<file path="src/rtl/hdp_pkg.sv">
package hdp_pkg;

   typedef enum logic {
      HM_OUTCOME = 1'b0,
      HM_PATH    = 1'b1
   } hist_mode_e;

   typedef logic [1:0] ctr_t;

   localparam ctr_t CTR_RESET = 2'd1;

   // saturating two-bit step toward the resolved direction
   function automatic ctr_t ctr_next(input ctr_t c, input logic taken);
      ctr_t n;
      if (taken) n = (c == 2'd3) ? c : c + 2'd1;
      else       n = (c == 2'd0) ? c : c - 2'd1;
      return n;
   endfunction

   // history bits consumed per branch
   function automatic int shift_of(input hist_mode_e m, input int path_bits);
      return (m == HM_PATH) ? path_bits : 1;
   endfunction

endpackage

</file>
<file path="src/rtl/hdp_ctr_table.sv">
module hdp_ctr_table
   import hdp_pkg::*;
#(
   parameter int IDX_W = 6
) (
   input  logic                        clk,
   input  logic                        rst_n,
   input  logic [IDX_W-1:0]            rd_idx,
   output logic                        rd_taken,
   input  logic                        wr_en,
   input  logic [IDX_W-1:0]            wr_idx,
   input  logic                        wr_taken,
   output logic [2*(1<<IDX_W)-1:0]     ctr_flat
);

   localparam int DEPTH = 1 << IDX_W;

   ctr_t ctr_q [DEPTH];

   always_ff @(posedge clk or negedge rst_n) begin
      if (!rst_n) begin
         for (int i = 0; i < DEPTH; i++) ctr_q[i] <= CTR_RESET;
      end else if (wr_en) begin
         ctr_q[wr_idx] <= ctr_next(ctr_q[wr_idx], wr_taken);
      end
   end

   // read returns the registered value: a same-cycle write is not forwarded
   assign rd_taken = ctr_q[rd_idx][1];

   for (genvar g = 0; g < DEPTH; g++) begin : g_flat
      assign ctr_flat[2*g +: 2] = ctr_q[g];
   end

endmodule

</file>
<file path="src/rtl/hdp_hist.sv">
module hdp_hist
   import hdp_pkg::*;
#(
   parameter int         HIST_W    = 6,
   parameter int         ADDR_W    = 32,
   parameter hist_mode_e MODE      = HM_PATH,
   parameter int         PATH_BITS = 2
) (
   input  logic              clk,
   input  logic              rst_n,
   input  logic              spec_en,
   input  logic              spec_taken,
   input  logic [ADDR_W-1:0] spec_addr,
   input  logic              fix_en,
   input  logic              fix_taken,
   input  logic [ADDR_W-1:0] fix_addr,
   input  logic [HIST_W-1:0] fix_ckpt,
   output logic [HIST_W-1:0] hist_q
);

   localparam int SHIFT = shift_of(MODE, PATH_BITS);

   logic [SHIFT-1:0]  spec_bits;
   logic [SHIFT-1:0]  fix_bits;
   logic [HIST_W-1:0] hist_d;

   if (MODE == HM_PATH) begin : g_path
      function automatic logic [SHIFT-1:0] path_bits(input logic [ADDR_W-1:0] a,
                                                     input logic t);
         logic [3:0] fold;
         fold = a[5:2] ^ a[9:6];
         return fold[SHIFT-1:0] ^ SHIFT'(t);
      endfunction
      logic unused_path;
      assign unused_path = ^{spec_addr[ADDR_W-1:10], spec_addr[1:0],
                             fix_addr[ADDR_W-1:10], fix_addr[1:0]};
      assign spec_bits = path_bits(spec_addr, spec_taken);
      assign fix_bits  = path_bits(fix_addr, fix_taken);
   end else begin : g_outcome
      logic unused_addr;
      assign unused_addr = ^{spec_addr, fix_addr};
      assign spec_bits = spec_taken;
      assign fix_bits  = fix_taken;
   end

   // a mispredict repair outranks a speculative advance in the same cycle
   always_comb begin
      if (fix_en)       hist_d = {fix_ckpt[HIST_W-1-SHIFT:0], fix_bits};
      else if (spec_en) hist_d = {hist_q[HIST_W-1-SHIFT:0], spec_bits};
      else              hist_d = hist_q;
   end

   always_ff @(posedge clk or negedge rst_n) begin
      if (!rst_n) hist_q <= '0;
      else        hist_q <= hist_d;
   end

endmodule

</file>
<file path="src/rtl/hist_dir_pred.sv">
module hist_dir_pred
   import hdp_pkg::*;
#(
   parameter int         IDX_W     = 6,
   parameter int         ADDR_W    = 32,
   parameter hist_mode_e MODE      = HM_PATH,
   parameter int         PATH_BITS = 2
) (
   input  logic              clk,
   input  logic              rst_n,
   input  logic              lk_valid,
   input  logic [ADDR_W-1:0] lk_addr,
   output logic              lk_taken,
   output logic [IDX_W-1:0]  lk_index,
   output logic [IDX_W-1:0]  lk_ckpt,
   input  logic              up_valid,
   input  logic [IDX_W-1:0]  up_index,
   input  logic              up_taken,
   input  logic              up_mispred,
   input  logic [IDX_W-1:0]  up_ckpt,
   input  logic [ADDR_W-1:0] up_addr
);

   localparam int SHIFT = shift_of(MODE, PATH_BITS);
   localparam int DEPTH = 1 << IDX_W;

   if (IDX_W < 2 || IDX_W > 12) begin : g_bad_idx
      $error("hist_dir_pred: IDX_W must lie in 2..12");
   end
   if (ADDR_W < 10 || ADDR_W < IDX_W + 2) begin : g_bad_addr
      $error("hist_dir_pred: ADDR_W too narrow for index and fold bits");
   end
   if (PATH_BITS < 1 || PATH_BITS > 4) begin : g_bad_path
      $error("hist_dir_pred: PATH_BITS must lie in 1..4");
   end
   if (SHIFT >= IDX_W) begin : g_bad_shift
      $error("hist_dir_pred: shift per branch must be below IDX_W");
   end

   logic [IDX_W-1:0]       hist_q;
   logic [2*DEPTH-1:0]     ctr_flat;
   logic                   fix_en;
   logic                   unused_lk;

   assign fix_en    = up_valid & up_mispred;
   assign lk_ckpt   = hist_q;
   assign lk_index  = hist_q ^ lk_addr[IDX_W+1:2];
   assign unused_lk = ^{lk_addr[ADDR_W-1:IDX_W+2], lk_addr[1:0]};

   hdp_hist #(
      .HIST_W    (IDX_W),
      .ADDR_W    (ADDR_W),
      .MODE      (MODE),
      .PATH_BITS (PATH_BITS)
   ) u_hist (
      .clk        (clk),
      .rst_n      (rst_n),
      .spec_en    (lk_valid),
      .spec_taken (lk_taken),
      .spec_addr  (lk_addr),
      .fix_en     (fix_en),
      .fix_taken  (up_taken),
      .fix_addr   (up_addr),
      .fix_ckpt   (up_ckpt),
      .hist_q     (hist_q)
   );

   hdp_ctr_table #(
      .IDX_W (IDX_W)
   ) u_table (
      .clk      (clk),
      .rst_n    (rst_n),
      .rd_idx   (lk_index),
      .rd_taken (lk_taken),
      .wr_en    (up_valid),
      .wr_idx   (up_index),
      .wr_taken (up_taken),
      .ctr_flat (ctr_flat)
   );

endmodule

</file>
<file path="config.mk">
export PLATFORM = sky130hd
export DESIGN_NAME = hist_dir_pred
export DESIGN_NICKNAME = d
export VERILOG_FILES = /design/src/rtl/hdp_pkg.sv /design/src/rtl/hdp_ctr_table.sv /design/src/rtl/hdp_hist.sv /design/src/rtl/hist_dir_pred.sv
export SDC_FILE = /design/constraint.sdc
export NUM_CORES = 1
export LEC_CHECK = 0
export BUFFER_PORTS_ARGS = -buffer_cell sky130_fd_sc_hd__clkbuf_2
export CAP_MARGIN = 20
export CORE_MARGIN = 2
export CORE_UTILIZATION = 41
export CTS_CLUSTER_DIAMETER = 40
export DETAILED_ROUTE_END_ITERATION = 10
export PLACE_DENSITY_LB_ADDON = 0.2
export SLEW_MARGIN = 20
export SYNTH_ARGS = -nofsm -noshare
export SYNTH_HDL_FRONTEND = slang
export SYNTH_SLANG_ARGS = --single-unit
</file>
<file path="constraint.sdc">
create_clock -name clk -period 3.6 [get_ports clk]
set_input_delay 0.18 -clock clk [delete_from_list [all_inputs] [get_ports clk]]
set_output_delay 0.18 -clock clk [all_outputs]
set_load 0.005 [all_outputs]
</file>
# Word level (Yosys, flattened, before mapping)
# Cells that the tools add are included.
[word_totals]
register_bits = 134
in_bits = 82
word_cells = 97
[classes]
order_cmp = 3
n_mux = 15
n_bitwise = 8
n_eq_ne = 1
add_sub_neg = 2
n_reduce_logical = 3
[op_table]
columns = ["op", "n"]
rows = [
  ["bitwise mux 128 bit", 1],
  ["binary-select mux 2 bit (select 6 bit)", 2],
  ["two-way mux 2 bit", 9],
  ["greater-or-equal comparator 7 bit, second input constant", 2],
  ["inverter 6 -> 7 bit", 2],
  ["demux 2 bit (select 6 bit)", 1],
  ["two-way mux 6 bit", 2],
  ["less-than comparator 7 x 1 -> 1 bit, second input constant", 1],
  ["XOR 6 bit", 1],
  ["XOR 2 x 1 -> 2 bit", 2],
  ["XOR 2 bit", 2],
  ["adder 2 x 1 -> 2 bit, second input constant", 1],
  ["== test 2 bit, second input constant", 1],
  ["zero test 2 bit", 1],
  ["nonzero test 2 bit", 1],
  ["subtractor 2 x 1 -> 2 bit, second input constant", 1],
  ["bitwise AND 1 bit", 1],
  ["logical AND 1 bit", 1],
]

# Depth between registers and ports, before layout
[logic_depth]
ltp_word = 9
ltp_mapped = 11

# Hierarchy
# Synthesis repeated with hierarchy kept, for this count alone.
[hier_totals]
cells_unflattened = 685
hier_area_um2 = 6950.4
[modules_own_cells]
columns = ["mod", "seq_area_each_um2", "area_each_um2", "instances", "cells_per_inst"]
rows = [
  ["hdp_ctr_table", 3283.1, 6557.5, 1, 646],
  ["hdp_hist", 150.1, 334.1, 1, 32],
  ["hist_dir_pred", 0.0, 58.8, 1, 7],
]

# Worst setup path after synthesis
# OpenSTA, ideal clock, no wires.
[synth_timing]
path_kind = "register to register"
start = "register u_hist.hist_q[0]"
end = "register u_hist.hist_q[0]"
path_slack_ns = 0.899
stages_incl_launch_ff = 9
synth_period_minus_slack_ns = 2.701
path_buffers = 1
arrival_ns = 2.606
path_cell_list = "dfrtp_1 xor2_1 buf_6 mux4_2 a22oi_1 nand2_1 nor3_1 nor4_1 o31ai_1"
[synth_between]
elab_chain_cells = 8
[synth_rtl]
columns = ["item", "line_no", "source"]
rows = [
  ["start, declared", "hdp_hist.sv:18", "output logic [HIST_W-1:0] hist_q"],
  ["start signal, assigned", "hdp_hist.sv:55", "else hist_q <= hist_d;"],
  ["XOR 6 bit", "hist_dir_pred.sv:47", "assign lk_index = hist_q ^ lk_addr[IDX_W+1:2];"],
  ["named net lk_index[0]", "hist_dir_pred.sv:14", "output logic [IDX_W-1:0] lk_index,"],
  ["inverter 6 -> 7 bit (implied by the code)", "hdp_ctr_table.sv:29", "assign rd_taken = ctr_q[rd_idx][1];"],
  ["binary-select mux 2 bit (select 6 bit)", "hdp_ctr_table.sv:29", ""],
  ["two-way mux 2 bit (implied by the code) (2 in series)", "hdp_ctr_table.sv:29", ""],
  ["XOR 2 x 1 -> 2 bit", "hdp_hist.sv:32", "return fold[SHIFT-1:0] ^ SHIFT'(t);"],
  ["two-way mux 6 bit", "hdp_hist.sv:49", "else if (spec_en) hist_d = {hist_q[HIST_W-1-SHIFT:0], spec_bits};"],
  ["two-way mux 6 bit", "hdp_hist.sv:48", "if (fix_en) hist_d = {fix_ckpt[HIST_W-1-SHIFT:0], fix_bits};"],
]
# The timed path passes the listed nets, and every way through them passes these cells. The select of a mux whose other input is x is not followed.
# A chain may end at the register's enable or synchronous reset.

# Worst setup path after layout
[layout_timing]
start = "register u_hist.hist_q[0]"
end = "output port lk_taken"
[layout_between]
elab_chain_cells = 5
[layout_rtl]
columns = ["item", "line_no", "source"]
rows = [
  ["XOR 6 bit", "hist_dir_pred.sv:47", ""],
  ["inverter 6 -> 7 bit (implied by the code)", "hdp_ctr_table.sv:29", ""],
  ["binary-select mux 2 bit (select 6 bit)", "hdp_ctr_table.sv:29", ""],
  ["two-way mux 2 bit (implied by the code) (2 in series)", "hdp_ctr_table.sv:29", ""],
  ["end, declared", "hist_dir_pred.sv:13", "output logic lk_taken,"],
]
# No other way between the ends. The select of a mux whose other input is x is not followed.

==> run summary <==
The worst register-to-register path ends at u_table.ctr_flat[88]. The detail route stage leaves a number of antenna-violating nets equal to 0. The total wirelength of the detailed-routed design is 19.5 mm.

The number of setup buffers added after CTS came out at 0. The clock sink total came out at 134. The buffer depth of the longest clock path is 2. The startpoint identified for the worst register-to-register timing path is u_table.ctr_flat[124]. The number of nets produced by synthesis is 729. In the final routed layout, each cell accounts on average for 21.0 um.

Leaving out fill and tap cells, the most frequent cells in the layout are nand2_1, dfrtp_1, dfstp_2. Setup violations remaining at the end of the flow were counted as 0. The number of placement rows is 48.

The per-cell via count in the routed design is 5.82. Fill cells in the final layout number 1544. The first-pass iteration count of the detailed router is 7. For this run, the leading register cell type out of synthesis is dfrtp_1. The data required time of the critical path came out at 3420 ps. In this run the power density over the cells is 544 nW/um^2.

The share of the synthesized area in the top cell type came out at 24.1%. The number of cells produced by synthesis came out at 647. Detailed routing placed a total of 1.26 mm of wire on met3. The total core area came out at 17300 um^2. The clock edge transition at the registers on the reported setup and hold paths is 60 ps.

The number of different library cells in the post-synthesis netlist is 52. The number of antenna violations at the first check in global routing is 0. The I/O pin count came out at 95. The TritonCTS clock tree is built. The total vias in the final route is 5397. The final sum of negative setup slack came out at 0 ps. The effective utilization at floorplan came out at 42.0%. For this run, the post-layout net count is 772. The worst hold path was traced through 3 stages.

The synthesized design contains 134 register bits. After detailed routing, the wire length on met1 is 8.78 mm. In the post-route analysis, the smallest setup slack over all paths is 466 ps. The starting DRC count in detailed routing is 451. The area of the die came out at 18800 um^2. The kind of start point of the critical path is a register.

The warning count from the yosys run is 0. The port buffer count came out at 38. Of the cells placed in the final design, the portion with a size suffix greater than 1 is 39.0%.

After synthesis, the mean cell area works out to 11.2 um^2. The worst clock skew came out at 6.14 ps. The clock period could shrink to 3130 ps. The share of synthesized flip-flops with an asynchronous set or reset is 100%. The synthesized design contains 0 enable-type register cells.

The master cell of the clock root buffer is clkbuf_16. The run finished with clean final reports. In this run the vertical extent of the chip is 137 um. The path type of the worst min-delay path is in2reg. The placed instance count is 893. The clock group share of total power came out at 36.6%. TritonCTS created 17 clock buffers.

The final cell count without fillers came out at 928. The cell area after synthesis is 7260 um^2. The wire length of the first global-routing pass is 30.7 mm.

The number of buffers inserted for hold repair after clock tree synthesis is 3. The critical hold path startpoint is up_ckpt[0]. The number of global-route vias before repair came out at 5451. Combinational logic burns 20.6% of the power. Signal routing reaches up to met4. The number of maximum-capacitance constraint violations is 0. The diode insertion count for antenna repair is 0. The synthesized design spends more area on one cell type than any other, namely dfrtp_1. The worst hold path terminates at u_hist.hist_q[2].

The internal power component is 3.24 mW. Sequential cells were found to cover 47.3% of the synthesized design area. The sequential cells in the finished layout cover a total of 3430 um^2. The HPWL after detailed placement came out at 13.4 mm. OpenSTA, run right after detailed placement, puts the worst setup slack at 313 ps. STA puts the critical path data arrival time at 2950 ps. The fmax is 319 MHz. By area the synthesized netlist is led by dfrtp_1, dfstp_2, mux4_2.

The final instance area came out at 8340 um^2. STA classifies the critical path endpoint as an output port. In the global route stage, overall resource usage came out at 22.3%. The post-cts resize count came out at 0. Entering global routing, the biggest net connects 69 pins. The multi-input logic area came out at 3580 um^2. The top fanout value on the critical path came out at 17. Relative to the synthesized area, the layout overhead comes to 14.8%. The final global-route overflow total is 0. The library cell used most frequently in the layout, excluding fill and tap cells, is nand2_1.

The normalized max-slew margin came out at 41.7%. The slack of the worst reg-to-reg path is 670 ps. The die width is 137 um. The final period utilization came out at 87.1%.

Clock latency on the worst-skew pair, taken at its later pin, is 430 ps. The utilization after layout came out at 48.2%. Setup repair after global routing left no endpoint under its margin. In this run the static leakage power is 3.42 nW. The share of total power in sequential cells came out at 42.8%. After detailed routing, the number of remaining DRC violations is 0. For the worst flop-to-flop path, the logic depth is 7. The final estimated routing congestion in global placement is 0.872. The total number of H-tree levels is 4. The switching share of power is 28.6%.

The worst setup path category is reg2out. The count of final hold-check violations came out at 0. The maximum vdd ir drop is 0.351 mV. The max-slew violation count was 0. After detailed placement, the total cell area comes to 7740 um^2. The actual slew at the worst max-slew pin came out at 874 ps. The switching power is 1.30 mW.

The detailed route wirelength on metal2 is 8.92 mm.
==> per-stage QoR <==
stage	hold WS [ps]	power, mW
2_1_floorplan	-116	2.60
3_3_place_gp	336	2.86
3_5_place_dp	352	2.90
4_1_cts	6.01	4.58
5_1_grt	13.1	4.76
6_report	15.7	4.54
==> registers in the layout (all words and copies together) (netlist names) <==
register	count
u_hist.hist_q	6
u_table.ctr_flat	128
==> cells in the mapped netlist, drive strengths merged, types with 4 or more instances <==
cell	number
nand2	107
nand3	9
xnor2	8
and3	5
buf	27
nor4	4
inv	5
mux2i	19
nor2	61
a21oi	28
dfrtp	70
a221oi	7
clkbuf	14
o22ai	7
mux4	35
nor3	7
or3b	4
a22oi	7
o21ai	48
mux2	69
dfstp	64
==> cell families (layout without fill, tap and decap cells) <==
logic type      Yosys count  count (layout)  synth area share [%]
compound gates          113             113                  9.25
xor+xnor                 11              11                  1.33
fa+ha+maj                 2               2                 0.327
buf+inv                  48             104                  3.72
flops                   134             134                  47.3
mux                     123             123                  25.1
simple gates            216             216                  13.0
==> per-layer routing <==
layer | vias to the layer above | track usage, %
met5 | - | 0
met2 | 190 | 34.5
met1 | 2745 | 30.1
li1 | 2424 | -
met3 | 38 | 4.78
met4 | 0 | 10.0
==> final cells by class <==
type	count	share of cell area, %
multi-input cells	465	42.9
flip-flops and latches	134	41.2
well taps	225	3.38
clock buffers	20	5.60
inverters	7	0.315
repair buffers	65	5.43
clock inverters	12	1.23
==> power groups by stage <==
stage	Clock (mW)	Sequential, mW	Combinational, mW
finish	1.66	1.94	0.934
global route	1.77	1.97	1.02
CTS	1.70	1.94	0.939
detailed placement	0	1.97	0.932
global placement	0	1.95	0.912
floorplan	0	1.91	0.682
==> worst max-delay path by stage <==
stage,startpoint,endpoint,depth (start not counted)
floorplan,u_hist.hist_q[0],u_hist.hist_q[0],8
global placement,up_index[1],u_table.ctr_flat[66],10
detailed placement,up_index[1],u_table.ctr_flat[40],10
CTS,u_hist.hist_q[0],lk_taken,8
global route,u_hist.hist_q[0],lk_taken,8
finish,u_hist.hist_q[0],lk_taken,8
==> critical path: stages (launching register included) <==
cell	delay (ps)
dfrtp_1	430
xor2_2	150
buf_4	360
mux4_2	540
mux2i_1	300
o22ai_1	150
nor3_1	340
nor3_1	110
clkbuf_2	130
Note: power is estimated with default switching activity, not from simulation.
